--- src/rtl/irq_pkg.sv ---
package irq_pkg;

    typedef enum logic [1:0] {
        LVL_NONE = 2'd0,
        LVL_LOW  = 2'd1,
        LVL_HIGH = 2'd2
    } lvl_e;

    // Highest level currently open; the one a return closes.
    function automatic lvl_e open_level(input logic hi, input logic lo);
        if (hi)      return LVL_HIGH;
        else if (lo) return LVL_LOW;
        else         return LVL_NONE;
    endfunction

endpackage

--- src/rtl/irq_regs.sv ---
module irq_regs #(
    parameter int                 NUM_SRC  = 5,
    parameter int                 DATA_W   = 8,
    parameter int                 RADDR_W  = 8,
    parameter logic [RADDR_W-1:0] EN_ADDR  = 8'h10,
    parameter logic [RADDR_W-1:0] PRI_ADDR = 8'h11
) (
    input  logic               clk,
    input  logic               rst_n,
    input  logic               reg_we,
    input  logic [RADDR_W-1:0] reg_addr,
    input  logic [DATA_W-1:0]  reg_wdata,
    output logic [DATA_W-1:0]  reg_rdata,
    output logic               master_en,
    output logic [NUM_SRC-1:0] src_en,
    output logic [NUM_SRC-1:0] src_hi
);

    localparam int MASTER_BIT = DATA_W - 1;

    typedef struct packed {
        logic               master;
        logic [NUM_SRC-1:0] en;
        logic [NUM_SRC-1:0] hi;
    } regs_t;

    regs_t r_d, r_q;

    logic unused_wbits;
    assign unused_wbits = ^reg_wdata[MASTER_BIT-1:NUM_SRC];

    always_comb begin
        r_d = r_q;
        if (reg_we && reg_addr == EN_ADDR) begin
            r_d.master = reg_wdata[MASTER_BIT];
            r_d.en     = reg_wdata[NUM_SRC-1:0];
        end
        if (reg_we && reg_addr == PRI_ADDR) begin
            r_d.hi = reg_wdata[NUM_SRC-1:0];
        end
    end

    always_ff @(posedge clk or negedge rst_n) begin
        if (!rst_n) r_q <= '0;
        else        r_q <= r_d;
    end

    always_comb begin
        reg_rdata = '0;
        if (reg_addr == EN_ADDR) begin
            reg_rdata[NUM_SRC-1:0] = r_q.en;
            reg_rdata[MASTER_BIT]  = r_q.master;
        end else if (reg_addr == PRI_ADDR) begin
            reg_rdata[NUM_SRC-1:0] = r_q.hi;
        end
    end

    assign master_en = r_q.master;
    assign src_en    = r_q.en;
    assign src_hi    = r_q.hi;

endmodule

--- src/rtl/irq_pick.sv ---
module irq_pick #(
    parameter int NUM_SRC = 5,
    parameter int IDX_W   = $clog2(NUM_SRC)
) (
    input  logic [NUM_SRC-1:0] cand,
    output logic               any,
    output logic [NUM_SRC-1:0] winner,
    output logic [IDX_W-1:0]   idx
);

    // Fixed polling order: lower index is polled first.
    genvar i;
    generate
        for (i = 0; i < NUM_SRC; i++) begin : g_chain
            if (i == 0) begin : g_first
                assign winner[i] = cand[i];
            end else begin : g_rest
                assign winner[i] = cand[i] & ~(|cand[i-1:0]);
            end
        end
    endgenerate

    assign any = |cand;

    always_comb begin
        idx = '0;
        for (int k = 0; k < NUM_SRC; k++) begin
            if (winner[k]) idx = idx | IDX_W'(k);
        end
    end

endmodule

--- src/rtl/irq_arbiter.sv ---
module irq_arbiter #(
    parameter int                 NUM_SRC   = 5,
    parameter int                 DATA_W    = 8,
    parameter int                 RADDR_W   = 8,
    parameter logic [RADDR_W-1:0] EN_ADDR   = 8'h10,
    parameter logic [RADDR_W-1:0] PRI_ADDR  = 8'h11,
    parameter int                 VEC_W     = 16,
    parameter int                 VEC_BASE  = 3,
    parameter int                 VEC_SHIFT = 3,
    parameter logic [NUM_SRC-1:0] ACK_MASK  = 5'b01111
) (
    input  logic               clk,
    input  logic               rst_n,
    input  logic [NUM_SRC-1:0] irq_req,
    input  logic               instr_end,
    input  logic               reti,
    input  logic               reg_we,
    input  logic [RADDR_W-1:0] reg_addr,
    input  logic [DATA_W-1:0]  reg_wdata,
    output logic [DATA_W-1:0]  reg_rdata,
    output logic               take,
    output logic [VEC_W-1:0]   vector,
    output logic [NUM_SRC-1:0] ack
);

    import irq_pkg::*;

    localparam int               IDX_W  = $clog2(NUM_SRC);
    localparam logic [VEC_W-1:0] BASE_V = VEC_W'(VEC_BASE);

    typedef struct packed {
        logic               ins_hi;
        logic               ins_lo;
        logic               take;
        logic [VEC_W-1:0]   vec;
        logic [NUM_SRC-1:0] ack;
    } st_t;

    st_t st_d, st_q;

    logic               master_en;
    logic [NUM_SRC-1:0] src_en;
    logic [NUM_SRC-1:0] src_hi;
    logic [NUM_SRC-1:0] cand, cand_hi, cand_lo;
    logic               any_hi, any_lo;
    logic [NUM_SRC-1:0] win_hi, win_lo;
    logic [IDX_W-1:0]   idx_hi, idx_lo;
    logic               ins_hi_w, ins_lo_w;

    irq_regs #(
        .NUM_SRC (NUM_SRC),
        .DATA_W  (DATA_W),
        .RADDR_W (RADDR_W),
        .EN_ADDR (EN_ADDR),
        .PRI_ADDR(PRI_ADDR)
    ) u_regs (
        .clk      (clk),
        .rst_n    (rst_n),
        .reg_we   (reg_we),
        .reg_addr (reg_addr),
        .reg_wdata(reg_wdata),
        .reg_rdata(reg_rdata),
        .master_en(master_en),
        .src_en   (src_en),
        .src_hi   (src_hi)
    );

    assign cand    = irq_req & src_en & {NUM_SRC{master_en}};
    assign cand_hi = cand & src_hi;
    assign cand_lo = cand & ~src_hi;

    irq_pick #(.NUM_SRC(NUM_SRC), .IDX_W(IDX_W)) u_pick_hi (
        .cand  (cand_hi),
        .any   (any_hi),
        .winner(win_hi),
        .idx   (idx_hi)
    );

    irq_pick #(.NUM_SRC(NUM_SRC), .IDX_W(IDX_W)) u_pick_lo (
        .cand  (cand_lo),
        .any   (any_lo),
        .winner(win_lo),
        .idx   (idx_lo)
    );

    always_comb begin
        st_d      = st_q;
        st_d.take = 1'b0;
        st_d.ack  = '0;

        // Return closes the highest open level.
        if (reti) begin
            case (open_level(st_q.ins_hi, st_q.ins_lo))
                LVL_HIGH: st_d.ins_hi = 1'b0;
                LVL_LOW:  st_d.ins_lo = 1'b0;
                default:  ;
            endcase
        end

        // Evaluation looks at the in-service state before this cycle's return.
        if (instr_end && !st_q.ins_hi) begin
            if (any_hi) begin
                st_d.take   = 1'b1;
                st_d.ins_hi = 1'b1;
                st_d.vec    = BASE_V + (VEC_W'(idx_hi) << VEC_SHIFT);
                st_d.ack    = win_hi & ACK_MASK;
            end else if (any_lo && !st_q.ins_lo) begin
                st_d.take   = 1'b1;
                st_d.ins_lo = 1'b1;
                st_d.vec    = BASE_V + (VEC_W'(idx_lo) << VEC_SHIFT);
                st_d.ack    = win_lo & ACK_MASK;
            end
        end
    end

    always_ff @(posedge clk or negedge rst_n) begin
        if (!rst_n) st_q <= '0;
        else        st_q <= st_d;
    end

    assign take     = st_q.take;
    assign vector   = st_q.vec;
    assign ack      = st_q.ack;
    assign ins_hi_w = st_q.ins_hi;
    assign ins_lo_w = st_q.ins_lo;

endmodule

--- config.mk ---
export PLATFORM = sky130hd
export DESIGN_NAME = irq_arbiter
export DESIGN_NICKNAME = d
export VERILOG_FILES = /design/src/rtl/irq_pkg.sv /design/src/rtl/irq_regs.sv /design/src/rtl/irq_pick.sv /design/src/rtl/irq_arbiter.sv
export SDC_FILE = /design/constraint.sdc
export NUM_CORES = 1
export LEC_CHECK = 0
export BUFFER_PORTS_ARGS = -buffer_cell sky130_fd_sc_hd__buf_2
export CAP_MARGIN = 20
export CORE_MARGIN = 8
export CORE_UTILIZATION = 52
export DETAILED_ROUTE_END_ITERATION = 10
export MAX_ROUTING_LAYER = met4
export PLACE_DENSITY = 0.87
export SYNTH_ARGS = -nofsm -noshare
export SYNTH_HDL_FRONTEND = slang
export SYNTH_HIERARCHICAL = 1
export SYNTH_SLANG_ARGS = --single-unit
--- constraint.sdc ---
create_clock -name clk -period 5.18 [get_ports clk]
set_input_delay 0.259 -clock clk [delete_from_list [all_inputs] [get_ports clk]]
set_output_delay 0.259 -clock clk [all_outputs]
set_load 0.005 [all_outputs]
==> flow_summary.ini, run 1 <==
[clock_tree]
cts_sinks = 22
htreeDepth = 1
clk_path_buf_depth = 2
cts_made_buffers = 3
cts.clk_slew.worst_paths_ns = 0.12
ctsResizeCount = 0
cts-root-buf = clkbuf_4
cts_tree = built
post_cts_buffers = 0
clock_latency_ns = 0.31

[global_route]
grt_overflow_total = 0
grt_pass1_vias = 1104
antenna_found_initial = 0
grt_usage_pct = 14.4
grt_pass1_wl_mm = 4.94
grt_max_degree = 23

[routing]
first_pass_iters = 4
ant_nets = 0
wl_per_cell_um = 14.6
drt_iter0_markers = 34
dr_total_vias = 1018
drt_wl_total_mm = 2.93
drc = 0
vias_per_cell = 5.09

[layout]
num_antenna_cells = 0
syn_to_final_growth_pct = 13.1
layout.nets = 197
stdcell_area_um2 = 1560
nFillCells = 185
drive_gt1_share_pct = 40.6

[placement]
finalWeightedCongestion = 0.905
hpwlAfterDp_mm = 2.43
placed_cell_area_um2 = 1510
io_buffers = 39

[yosys]
synth_cells = 133
synth_warnings = 6
syn_area_um2 = 1380
avgSynthCellArea_um2 = 10.4

[timing]
timing.fmax_mhz = 509
finalCritPeriodShare_pct = 37.9
drv_slew = 0
setup-violations-final = 0
hold_violations = 0
period_needed_ns = 1.96
finalSetupTns_ns = 0
skew_ns = 0.00214
grt_setup_unrepaired = false

[worst_setup_path]
path_class = reg -> reg
crit_arrival_ns = 2.17
cp-end-kind = flip-flop
cp.required_ns = 5.39
cp_max_fo = 7
startpoint_type = flip-flop

[worst_hold_path]
hold_class = in -> reg

[status]
status = finished clean

[power]
power.density_nw_per_um2 = 197
leakagePower_nw = 0.860
ir_drop_mv = 0.149

[floorplan]
rows = 18
start_util_pct = 55.2
fp.dieH_um = 67.5
core_um2 = 2500
dieArea_um2 = 4560
die_w_um = 67.5
io_pins = 56

[flow_run]
drv_cap = 0
-- report_power, final --
group | leakage (nW) | switching [W] | internal (W)
registers | 0.305 | 0.00000483 | 0.000177
clock network | 0.0210 | 0.0000521 | 0.0000429
logic | 0.534 | 0.0000158 | 0.0000157
total | 0.860 | 0.0000727 | 0.000235
-- per-stage QoR --
| step | util [%] | std cells | hold slack [ns] | setup WS, ns | total power (W) |
|---|---|---|---|---|---|
| 2_1_floorplan | - | 145 | -0.0366 | 3.54 | 0.000207 |
| 3_3_place_gp | 60.6 | 195 | 0.233 | 3.29 | 0.000214 |
| 3_5_place_dp | 60.6 | 195 | 0.246 | 3.26 | 0.000216 |
| 4_1_cts | 62.4 | 200 | 0.175 | 3.24 | 0.000311 |
| 5_1_grt | 62.4 | 200 | 0.180 | 3.06 | 0.000324 |
| 6_report | 62.4 | 200 | 0.178 | 3.22 | 0.000308 |
-- sequential cells by signal (all words and copies together), names as in the netlist --
name / count
vector: 4
ack: 4
ins_lo_w: 1
u_regs/src_en: 5
u_regs/src_hi: 5
ins_hi_w: 1
take: 1
u_regs/master_en: 1
-- cell type report --
class / count / area [µm²] / area share (%)
tap: 30 / 37.5 / 2.41
inverter: 8 / 30.0 / 1.92
timing repair buffer: 40 / 205 / 13.2
sequential: 22 / 551 / 35.3
multi-input combinational: 96 / 701 / 44.9
clock buffer: 4 / 36.3 / 2.33
-- layout by cell type, fill, tap and decap left out, drive strengths merged, types with 3 or more instances in the layout --
| master | n |
|---|---|
| inv | 8 |
| dfrtp | 22 |
| clkbuf | 4 |
| mux2i | 5 |
| mux2 | 14 |
| nand2b | 3 |
| and2 | 4 |
| conb | 14 |
| a22o | 7 |
| nor3b | 3 |
| nand3 | 5 |
| nor2 | 21 |
| nor3 | 4 |
| buf | 39 |
-- final timing paths --
path / from / endpoint / slack (ns) / depth (start not counted)
setup reg to reg: u_regs/master_en / vector[5] / 3.22 / 7
hold reg to reg: vector[1] / vector[1] / 0.50 / 1
max in group asynchronous: rst_n / ins_hi_w / 4.43 / 2
min in group asynchronous: rst_n / u_regs/src_hi[1] / 0.42 / 2
setup / recovery: u_regs/master_en / vector[5] / 3.22 / 7
hold / removal: reg_wdata[7] / u_regs/master_en / 0.18 / 2
-- worst max-delay path: stages (launching register included) --
cell and delay [ns]:
dfrtp_1 0.49, nand3_1 0.13, nor2_1 0.36, nor2_2 0.08, nand3b_1 0.23, nor3b_2 0.11
a22o_1 0.22, mux2_4 0.25
-- metal layers --
layer / track usage (%) / wire length, µm
met5: - / 0
met4: 8.36 / 78
met3: 0.993 / 141
met2: 25.3 / 1530
met1: 15.6 / 1170
-- repair_timing --
| action | 4_1_cts | 5_1_grt |
|---|---|---|
| endpoints found under the hold margin | 22 | 0 |
| hold buffers | 1 | 0 |
| setup endpoints to repair | 0 | 0 |
(Power assumes the default switching activity.)
==> inputs of run 2 (changes only) <==
--- a/config.mk
+++ b/config.mk
@@ -5,13 +5,14 @@
 export SDC_FILE = /design/constraint.sdc
 export NUM_CORES = 1
 export LEC_CHECK = 0
+export ABC_AREA = 1
 export BUFFER_PORTS_ARGS = -buffer_cell sky130_fd_sc_hd__buf_2
 export CAP_MARGIN = 20
 export CORE_MARGIN = 8
-export CORE_UTILIZATION = 52
+export CORE_UTILIZATION = 44
 export DETAILED_ROUTE_END_ITERATION = 10
 export MAX_ROUTING_LAYER = met4
-export PLACE_DENSITY = 0.87
+export PLACE_DENSITY = 0.77
 export SYNTH_ARGS = -nofsm -noshare
 export SYNTH_HDL_FRONTEND = slang
 export SYNTH_HIERARCHICAL = 1
==> constraint.sdc (replaced) <==
create_clock -name clk -period 1.7 [get_ports clk]
set_input_delay 0.085 -clock clk [delete_from_list [all_inputs] [get_ports clk]]
set_output_delay 0.085 -clock clk [all_outputs]
set_load 0.005 [all_outputs]
==> flow_summary.ini, run 2 <==
[global_route]
antenna_found_initial = 0
grt_overflow_total = 0
grt_max_degree = 23
grt_pass1_wl_mm = 5.51
met2_usage_pct = 20.2
grt_pass1_vias = 1333
grt_usage_pct = 12.6
grt.busiest_layer = met2
use_met3_pct = 1.86
use_met1_pct = 15.1

[worst_setup_path]
crit_buf_inv = 1
path_class = reg -> reg
crit_arrival_ns = 1.74
cpLargestDelayFamily = simple AND/OR/NAND/NOR gates
slowest_stage = dfrtp_2
cp-end-kind = flip-flop
startpoint_type = flip-flop
r2r_start = u_regs/master_en
cp-startpoint = u_regs/master_en
worstPathCellList = nand3_1 -> nor2_1 -> nor2_2 -> nand3_2 -> buf_4 -> nand2_4 -> nand2_4 -> nand2_1 -> nand2_1
cp.required_ns = 1.91
cp_max_fo = 7
max_stage_delay_ns = 0.48

[status]
status = finished clean

[placement]
finalWeightedCongestion = 0.835
placed_cell_area_um2 = 1680
hpwlAfterDp_mm = 2.62
dp_cells = 304
io_buffers = 39

[clock_tree]
clock_latency_ns = 0.31
cts-root-buf = clkbuf_4
cts_tree = built
htreeDepth = 1
cts_sinks = 22
cts_made_buffers = 3
clk_path_buf_depth = 2
cts.clk_slew.worst_paths_ns = 0.12

[power]
ir_drop_mv = 0.207
leakagePower_nw = 1.08
power.density_nw_per_um2 = 505

[timing]
finalSetupTns_ns = 0
finalCritPeriodShare_pct = 89.8
drv_slew = 0
timing.fmax_mhz = 655
period_needed_ns = 1.53
hold_violations = 0
skew_ns = 0.00280
setup-violations-final = 0
hold_ws_ns = 0.0205

[yosys]
syn_area_um2 = 1520
avgSynthCellArea_um2 = 6.80
synth_cells = 224
synth_warnings = 6

[layout]
num_antenna_cells = 0
fin_util_pct = 52.5
final_cell_mix = nand2_1, buf_2, inv_1, nand3_1, dfrtp_1
stdcell_area_um2 = 1750
nFillCells = 360
layout.cells.non_filler = 311
layout_commonest_cell = nand2_1
syn_to_final_growth_pct = 14.9
layout.nets = 293
drive_gt1_share_pct = 24.9

[floorplan]
die_w_um = 74.9
fp.dieH_um = 74.9
rows = 21
dieArea_um2 = 5600
core_um2 = 3340
start_util_pct = 45.7
io_pins = 56

[routing]
drc = 0
drt_wl_total_mm = 3.21
wl_per_cell_um = 10.3
ant_nets = 0
dr_total_vias = 1389
vias_per_cell = 4.47
drt_iter0_markers = 54
first_pass_iters = 4

[worst_hold_path]
hold_class = in -> reg
min_from = reg_wdata[1]

[flow_run]
drv_cap = 0
-- run 2: per-layer routing --
metal / wire, µm / up-vias
met4: 46 / 0
met5: 0 / -
met3: 181 / 4
met1: 1460 / 611
met2: 1530 / 44
li1: - / 730
-- run 2: timing repair --
action                                  4_1_cts  5_1_grt
resized for setup                             0        3
hold endpoints to repair                     24        0
hold buffers                                  3        0
endpoints found under the setup margin        0       11
setup buffers                                 0        1
-- run 2: final timing paths --
kind / end / slack (ns) / cells after the start
min in group asynchronous: ack[2] / 0.26 / 2
max in group asynchronous: u_regs/master_en / 1.09 / 2
worst min-delay path: u_regs/src_en[1] / 0.02 / 3
worst max register to register: vector[4] / 0.17 / 9
worst min register to register: vector[3] / 0.49 / 2
worst max-delay path: vector[4] / 0.17 / 9
-- run 2: stage by stage --
| step | power, W | setup slack, ns |
|---|---|---|
| 4_1_cts | 0.000892 | 0.0346 |
| 3_3_place_gp | 0.000648 | 0.0924 |
| 6_report | 0.000884 | 0.173 |
| 3_5_place_dp | 0.000651 | 0.0524 |
| 5_1_grt | 0.000931 | -0.0164 |
| 2_1_floorplan | 0.000626 | 0.303 |
-- run 2: tightest hold or removal path, stage by stage --
cell,delay (ns)
buf_2,0.09
nand3_1,0.07
nand2_1,0.06
-- run 2: cell type report --
type	instances	area, µm²	area share (%)
repair buffers	48	270	15.4
multi-input cells	158	722	41.2
flip-flops and latches	22	552	31.5
clock buffers	3	22.5	1.29
well taps	46	57.6	3.29
inverters	34	128	7.29
-- run 2: power by group --
part           internal, W  switching [W]  leakage, nW
clock network    0.0000828       0.000155       0.0138
registers         0.000536      0.0000138        0.299
logic            0.0000385      0.0000584        0.768
total             0.000657       0.000227         1.08
